File: config.mk
export PLATFORM = sky130hd
export DESIGN_NAME = oneshot_timer
export DESIGN_NICKNAME = d
export VERILOG_FILES = /design/src/rtl/oneshot_pkg.sv /design/src/rtl/ost_trig_sync.sv /design/src/rtl/ost_regs.sv /design/src/rtl/ost_core.sv /design/src/rtl/oneshot_timer.sv
export SDC_FILE = /design/constraint.sdc
export NUM_CORES = 1
export LEC_CHECK = 0
export ABC_CLOCK_PERIOD_IN_PS = 860
export BUFFER_PORTS_ARGS = -buffer_cell sky130_fd_sc_hd__buf_2
export CAP_MARGIN = 10
export CORE_MARGIN = 3
export CORE_UTILIZATION = 50
export DETAILED_ROUTE_END_ITERATION = 8
export GPL_TIMING_DRIVEN = 0
export PLACE_DENSITY = 0.78
export SETUP_SLACK_MARGIN = 0.4
export SYNTH_ARGS = -nofsm -noshare
export SYNTH_HDL_FRONTEND = slang
export SYNTH_HIERARCHICAL = 1
export SYNTH_SLANG_ARGS = --single-unit
File: constraint.sdc
create_clock -name clk -period 0.86 [get_ports clk]
set_input_delay 0 -clock clk [delete_from_list [all_inputs] [get_ports clk]]
set_output_delay 0 -clock clk [all_outputs]
set_load 0.02 [all_outputs]
File: src/rtl/oneshot_pkg.sv
package oneshot_pkg;
  localparam logic [1:0] ADDR_CTRL  = 2'd0;
  localparam logic [1:0] ADDR_CMP   = 2'd1;
  localparam logic [1:0] ADDR_PER   = 2'd2;
  localparam logic [1:0] ADDR_IRQCL = 2'd3;

  localparam int RUN_BIT   = 0;
  localparam int MODE_LSB  = 1;
  localparam int OCTL_LSB  = 3;
  localparam int CTRL_BITS = 7;

  localparam logic [1:0] MODE_SINGLE = 2'b10;
  localparam logic [1:0] OCTL_SINGLE = 2'b11;

  typedef struct packed {
    logic [1:0] mode;
    logic [1:0] octl;
  } ctrl_t;
endpackage

File: src/rtl/ost_trig_sync.sv
module ost_trig_sync #(
  parameter int STAGES = 2
) (
  input  logic clk,
  input  logic rst_n,
  input  logic trig_in,
  output logic trig_rise
);
  logic [STAGES:0] chain_q;
  logic [STAGES:0] chain_d;

  generate
    for (genvar g = 0; g <= STAGES; g++) begin : g_stage
      if (g == 0) begin : g_first
        assign chain_d[g] = trig_in;
      end else begin : g_next
        assign chain_d[g] = chain_q[g-1];
      end
    end
  endgenerate

  always_ff @(posedge clk or negedge rst_n) begin
    if (!rst_n) chain_q <= '0;
    else        chain_q <= chain_d;
  end

  assign trig_rise = chain_q[STAGES-1] & ~chain_q[STAGES];

  // an edge is reported for a single cycle only
  assert_edge_single_R4: assert property (@(posedge clk) disable iff (!rst_n)
    trig_rise |=> !trig_rise);
endmodule

File: src/rtl/ost_regs.sv
module ost_regs
  import oneshot_pkg::*;
#(
  parameter int CNT_W = 10
) (
  input  logic             clk,
  input  logic             rst_n,
  input  logic             wr_en,
  input  logic [1:0]       wr_addr,
  input  logic [CNT_W-1:0] wr_data,
  input  logic             match,
  output logic             run_wr,
  output logic             run_val,
  output logic             mode_ok,
  output logic [CNT_W-1:0] cmp_q,
  output logic             irq_q
);
  ctrl_t            ctrl_q, ctrl_d;
  logic [CNT_W-1:0] cmp_d;
  logic             irq_d;
  logic             ctrl_we, cmp_we, irq_clr;

  always_comb begin
    ctrl_we = wr_en && (wr_addr == ADDR_CTRL);
    cmp_we  = wr_en && (wr_addr == ADDR_CMP);
    irq_clr = wr_en && (wr_addr == ADDR_IRQCL) && wr_data[0];
    ctrl_d  = ctrl_q;
    if (ctrl_we) begin
      ctrl_d.mode = wr_data[MODE_LSB +: 2];
      ctrl_d.octl = wr_data[OCTL_LSB +: 2];
    end
    cmp_d = cmp_we ? wr_data : cmp_q;
    irq_d = irq_q;
    if (irq_clr) irq_d = 1'b0;
    if (match)   irq_d = 1'b1;
  end

  always_ff @(posedge clk or negedge rst_n) begin
    if (!rst_n) begin
      ctrl_q <= '0;
      cmp_q  <= '0;
      irq_q  <= 1'b0;
    end else begin
      ctrl_q <= ctrl_d;
      cmp_q  <= cmp_d;
      irq_q  <= irq_d;
    end
  end

  assign run_wr  = ctrl_we;
  assign run_val = wr_data[RUN_BIT];
  assign mode_ok = (ctrl_q.mode == MODE_SINGLE) && (ctrl_q.octl == OCTL_SINGLE);

  // the flag stays set unless a clear write arrives
  assert_irq_sticky_R10: assert property (@(posedge clk) disable iff (!rst_n)
    (irq_q && !irq_clr) |=> irq_q);
  // a match wins over a clear in the same cycle
  assert_irq_set_wins_R10: assert property (@(posedge clk) disable iff (!rst_n)
    match |=> irq_q);
endmodule

File: src/rtl/ost_core.sv
module ost_core #(
  parameter int CNT_W = 10
) (
  input  logic             clk,
  input  logic             rst_n,
  input  logic             mode_ok,
  input  logic             trig_rise,
  input  logic             run_wr,
  input  logic             run_val,
  input  logic [CNT_W-1:0] cmp,
  output logic             run_q,
  output logic             match
);
  localparam int EXT_W = CNT_W + 1;

  logic [CNT_W-1:0] cnt_q, cnt_d;
  logic             run_d;
  logic             start;
  logic [EXT_W-1:0] cnt_plus1;

  always_comb begin
    cnt_plus1 = {1'b0, cnt_q} + EXT_W'(1);
    match     = run_q && mode_ok && (cnt_plus1 >= {1'b0, cmp});
    run_d     = run_q;
    if (trig_rise && !run_q && mode_ok) run_d = 1'b1;
    if (run_wr)                         run_d = run_val;
    if (match)                          run_d = 1'b0;
    start = run_d && !run_q;
    if (start)      cnt_d = '0;
    else if (run_q) cnt_d = cnt_q + CNT_W'(1);
    else            cnt_d = cnt_q;
  end

  always_ff @(posedge clk or negedge rst_n) begin
    if (!rst_n) begin
      run_q <= 1'b0;
      cnt_q <= '0;
    end else begin
      run_q <= run_d;
      cnt_q <= cnt_d;
    end
  end

  // a compare match always ends the run
  assert_match_clears_R7: assert property (@(posedge clk) disable iff (!rst_n)
    match |=> !run_q);
  // counting restarts from zero on each rising edge of run
  assert_restart_zero_R9: assert property (@(posedge clk) disable iff (!rst_n)
    $rose(run_q) |-> (cnt_q == '0));
  // while run stays high the count only advances by one
  assert_no_restart_R12: assert property (@(posedge clk) disable iff (!rst_n)
    (run_q && $past(run_q)) |-> (cnt_q == $past(cnt_q) + CNT_W'(1)));
endmodule

File: src/rtl/oneshot_timer.sv
module oneshot_timer #(
  parameter int CNT_W       = 10,
  parameter int SYNC_STAGES = 2
) (
  input  logic             clk,
  input  logic             rst_n,
  input  logic             wr_en,
  input  logic [1:0]       wr_addr,
  input  logic [CNT_W-1:0] wr_data,
  input  logic             trig_in,
  output logic             pulse_out,
  output logic             irq_flag
);
  logic [1:0]       rst_sync_q;
  logic             rst_int_n;
  logic             trig_rise, run_wr, run_val, mode_ok, run_q, match, irq_q;
  logic [CNT_W-1:0] cmp_q;

  always_ff @(posedge clk or negedge rst_n) begin
    if (!rst_n) rst_sync_q <= 2'b00;
    else        rst_sync_q <= {rst_sync_q[0], 1'b1};
  end
  assign rst_int_n = rst_sync_q[1];

  ost_trig_sync #(.STAGES(SYNC_STAGES)) u_sync (
    .clk(clk), .rst_n(rst_int_n), .trig_in(trig_in), .trig_rise(trig_rise));

  ost_regs #(.CNT_W(CNT_W)) u_regs (
    .clk(clk), .rst_n(rst_int_n), .wr_en(wr_en), .wr_addr(wr_addr),
    .wr_data(wr_data), .match(match), .run_wr(run_wr), .run_val(run_val),
    .mode_ok(mode_ok), .cmp_q(cmp_q), .irq_q(irq_q));

  ost_core #(.CNT_W(CNT_W)) u_core (
    .clk(clk), .rst_n(rst_int_n), .mode_ok(mode_ok), .trig_rise(trig_rise),
    .run_wr(run_wr), .run_val(run_val), .cmp(cmp_q), .run_q(run_q),
    .match(match));

  assign pulse_out = run_q & mode_ok;
  assign irq_flag  = irq_q;

  // outside single-shot mode no interrupt can be raised
  assert_no_irq_off_mode_R2: assert property (@(posedge clk) disable iff (!rst_int_n)
    (!mode_ok && !irq_flag) |=> !irq_flag);
  // outputs idle while held in reset
  always_comb begin
    if (!rst_int_n) assert_reset_idle_R1: assert (!irq_flag);
  end
endmodule

==> results.toml <==
[run_status]
status = "finished, violations left"
violations = "hold timing, setup timing"

[hold_path]
worstHoldStart = "wr_data[5]"
hold_path_class = "in2reg"
whs_path_depth = 2

[placed_design]
dpl.hpwl_mm = 2.24
placed_cells = 212
place_area_um2 = 1890
io_buffer_count = 17
place_congestion = 0.797

[logic_synthesis]
synth_area_per_cell_um2 = 11.3
synth_edf_count = 0
yosysSeqAreaShare_pct = 45.6
synth_nets = 178
synth_cell_types = 40
async_flop_share_pct = 100
postSynthCellCount = 151
synth-seq-cells = 31
synthesis.area_um2 = 1700
synth-main-ff-cell = "dfrtp_1"
ys_warn_count = 6

[global_route]
antenna_found_initial = 0
grt_pass1_wl_mm = 6.44
grt-ovfl-total = 0
grt_util_all_layers_pct = 20.5
grt_pass1_vias = 1460
grt_max_degree = 16

[sta]
maxSlewViolCount = 0
clock_skew_ps = 9.16
period_minus_slack_ps = 2320
grt_setup_unrepaired = "yes"
max_freq_mhz = 431
finalSetupTns_ps = -10900
fin_ws_ps = -1460
fin_crit_sh_pct = 270
finalHoldViolations = 16
whs_ps = -111
finalSetupViolations = 17

[setup_path]
r2r-start = "u_core/cnt_q[0]"
end_kind = "flop"
startpoint = "u_core/cnt_q[0]"
worstSetupPathType = "reg2reg"
crit_required_ps = 1100
critPathMaxFanout = 3
worstRegToRegCells = 12
start_kind = "flop"
cp_data_arrival_time_ps = 2560

[finish]
nNetsFinal = 229
area_growth_pct = 35.7
drive_gt1_share_pct = 44.8
fill_cells = 218
stdcell_count = 247
diodes = 0
design_area_um2 = 2310

[routing]
dr.pass1.iters = 4
num_vias = 1352
ant_nets = 0
wl_per_cell_um = 16.2
routed_wirelength_mm = 4.01
drt-initial-drc-count = 70
vias_per_cell = 5.47
drc = 0

[clock_network]
cts_made_buffers = 5
h-tree-depth = 2
cts_tree = "yes"
cts_sinks = 31
cts_hold_buffers = 2
root_buffer = "clkbuf_4"
insertion_delay_ps = 340
cts_buffer_depth = 2
clk_pin_slew_ps = 90

[power]
leakagePower_uw = 0.00117
ir_drop_mv = 1.27
p_per_area_nw_per_um2 = 1960
total_power_uw = 4540

[flow_run]
max_cap_viol_count = 0

[floorplan]
core_um2 = 3150
initial_core_util_pct = 54.0
pin_count = 18
dieArea_um2 = 4140
die-height_um = 64.4
fp-row-count = 20
die_w_um = 64.4
-- logic make-up after synthesis --
| logic type | Yosys count | synth area share, % |
|---|---|---|
| buffers and inverters | 16 | 4.34 |
| DFF | 31 | 45.6 |
| and+or+nand+nor | 41 | 14.8 |
| adders and majority gates | 11 | 8.08 |
| other | 1 | 0.220 |
| AOI/OAI and AO/OA | 27 | 9.77 |
| xor gates and xnor gates | 8 | 4.56 |
| muxes | 16 | 12.6 |
-- power breakdown --
part           total (µW)  switching [µW]  internal [µW]
Sequential           1850             179           1670
Clock                1100             486            616
Combinational        1580             730            851
-- state kept, by name, summed over array words and instances (netlist names) --
name and count:
u_regs/ctrl_q 4, u_core/run_q 1, u_regs/irq_q 1, rst_sync_q 2, u_core/cnt_q 10, u_regs/cmp_q 10, u_sync/chain_q 3
-- layout by cell type (no fill, tap or decap), types with 2 or more instances in the layout --
cell type,instances
dfrtp_1,30
inv_1,11
nand3_1,2
mux2_4,14
o21ai_0,3
a21o_1,2
nand2_1,17
buf_6,16
nor2_1,3
a211oi_2,2
xor2_1,3
dlygate4sd3_1,2
o21ai_1,6
mux2i_1,2
ha_1,10
and3_4,2
clkbuf_1,3
nand4_1,2
clkbuf_4,5
a21oi_2,3
buf_2,16
a21oi_4,2
nor2_4,2
xnor2_1,3
a21oi_1,4
buf_4,13
-- Yosys cell counts, types with 2 or more instances --
library cell / n / share of area (%)
a21o_1: 2 / 0.88
xor2_1: 3 / 1.5
nor2_1: 5 / 1.1
inv_1: 11 / 2.4
ha_1: 11 / 8.1
xnor2_1: 4 / 2.1
mux2i_1: 2 / 1.2
a21oi_1: 9 / 2.6
buf_2: 2 / 0.59
nand3_1: 2 / 0.59
nand2_1: 18 / 4.0
mux2_4: 10 / 8.8
a211oi_2: 2 / 1.5
mux2_2: 4 / 2.6
o21ai_0: 10 / 2.9
nand4_1: 2 / 0.73
dfrtp_1: 31 / 46
-- stage by stage --
step	worst slack [ps]	utilization [%]	hold WS [ps]
floorplan	-1390	-	-296
global placement	-1570	59.8	-215
detailed placement	-1610	59.8	-214
CTS	-1430	68.9	-123
global route	-1540	73.3	-129
finish	-1460	73.3	-111
-- cell type report --
cell class	count	area (µm²)	area share [%]
multi-input combinational	104	958	41.5
tap	44	55.1	2.38
clock buffer	7	45.0	1.95
clock inverter	1	30.0	1.30
timing repair buffer	44	363	15.7
inverter	11	41.3	1.79
buffer	5	38.8	1.68
sequential	31	779	33.7
-- layer usage --
metal	GRT usage (%)	vias up	part of all wire [%]
met4	11.9	0	3.7
met1	22.8	674	39
met3	5.10	16	4.7
li1	-	622	-
met5	0	-	0
met2	35.3	40	53
-- worst paths after layout --
kind	end	slack (ps)
max reg2reg	u_regs/irq_q	-1460
max in group asynchronous	u_regs/ctrl_q[1]	450
min reg2reg	u_regs/ctrl_q[2]	250
min in group asynchronous	rst_sync_q[1]	-30
min	u_regs/cmp_q[5]	-110
max	u_regs/irq_q	-1460
-- critical path, stage by stage, from the launching register on --
cell,delay (ps)
dfrtp_1,410
ha_4,150
and3_4,190
and3_4,180
buf_6,110
nand3_4,90
xnor2_2,150
ha_1,320
a21oi_2,140
o21ai_1,90
a21oi_2,150
a21oi_1,80
a21o_1,150
-- what timing repair did --
item                                    CTS  global route
pin swaps                                13            13
endpoints found under the setup margin   60            31
setup buffers                            14            11
hold endpoints to repair                 18            17
gates resized for setup                  19            13
(Power assumes the default switching activity.)
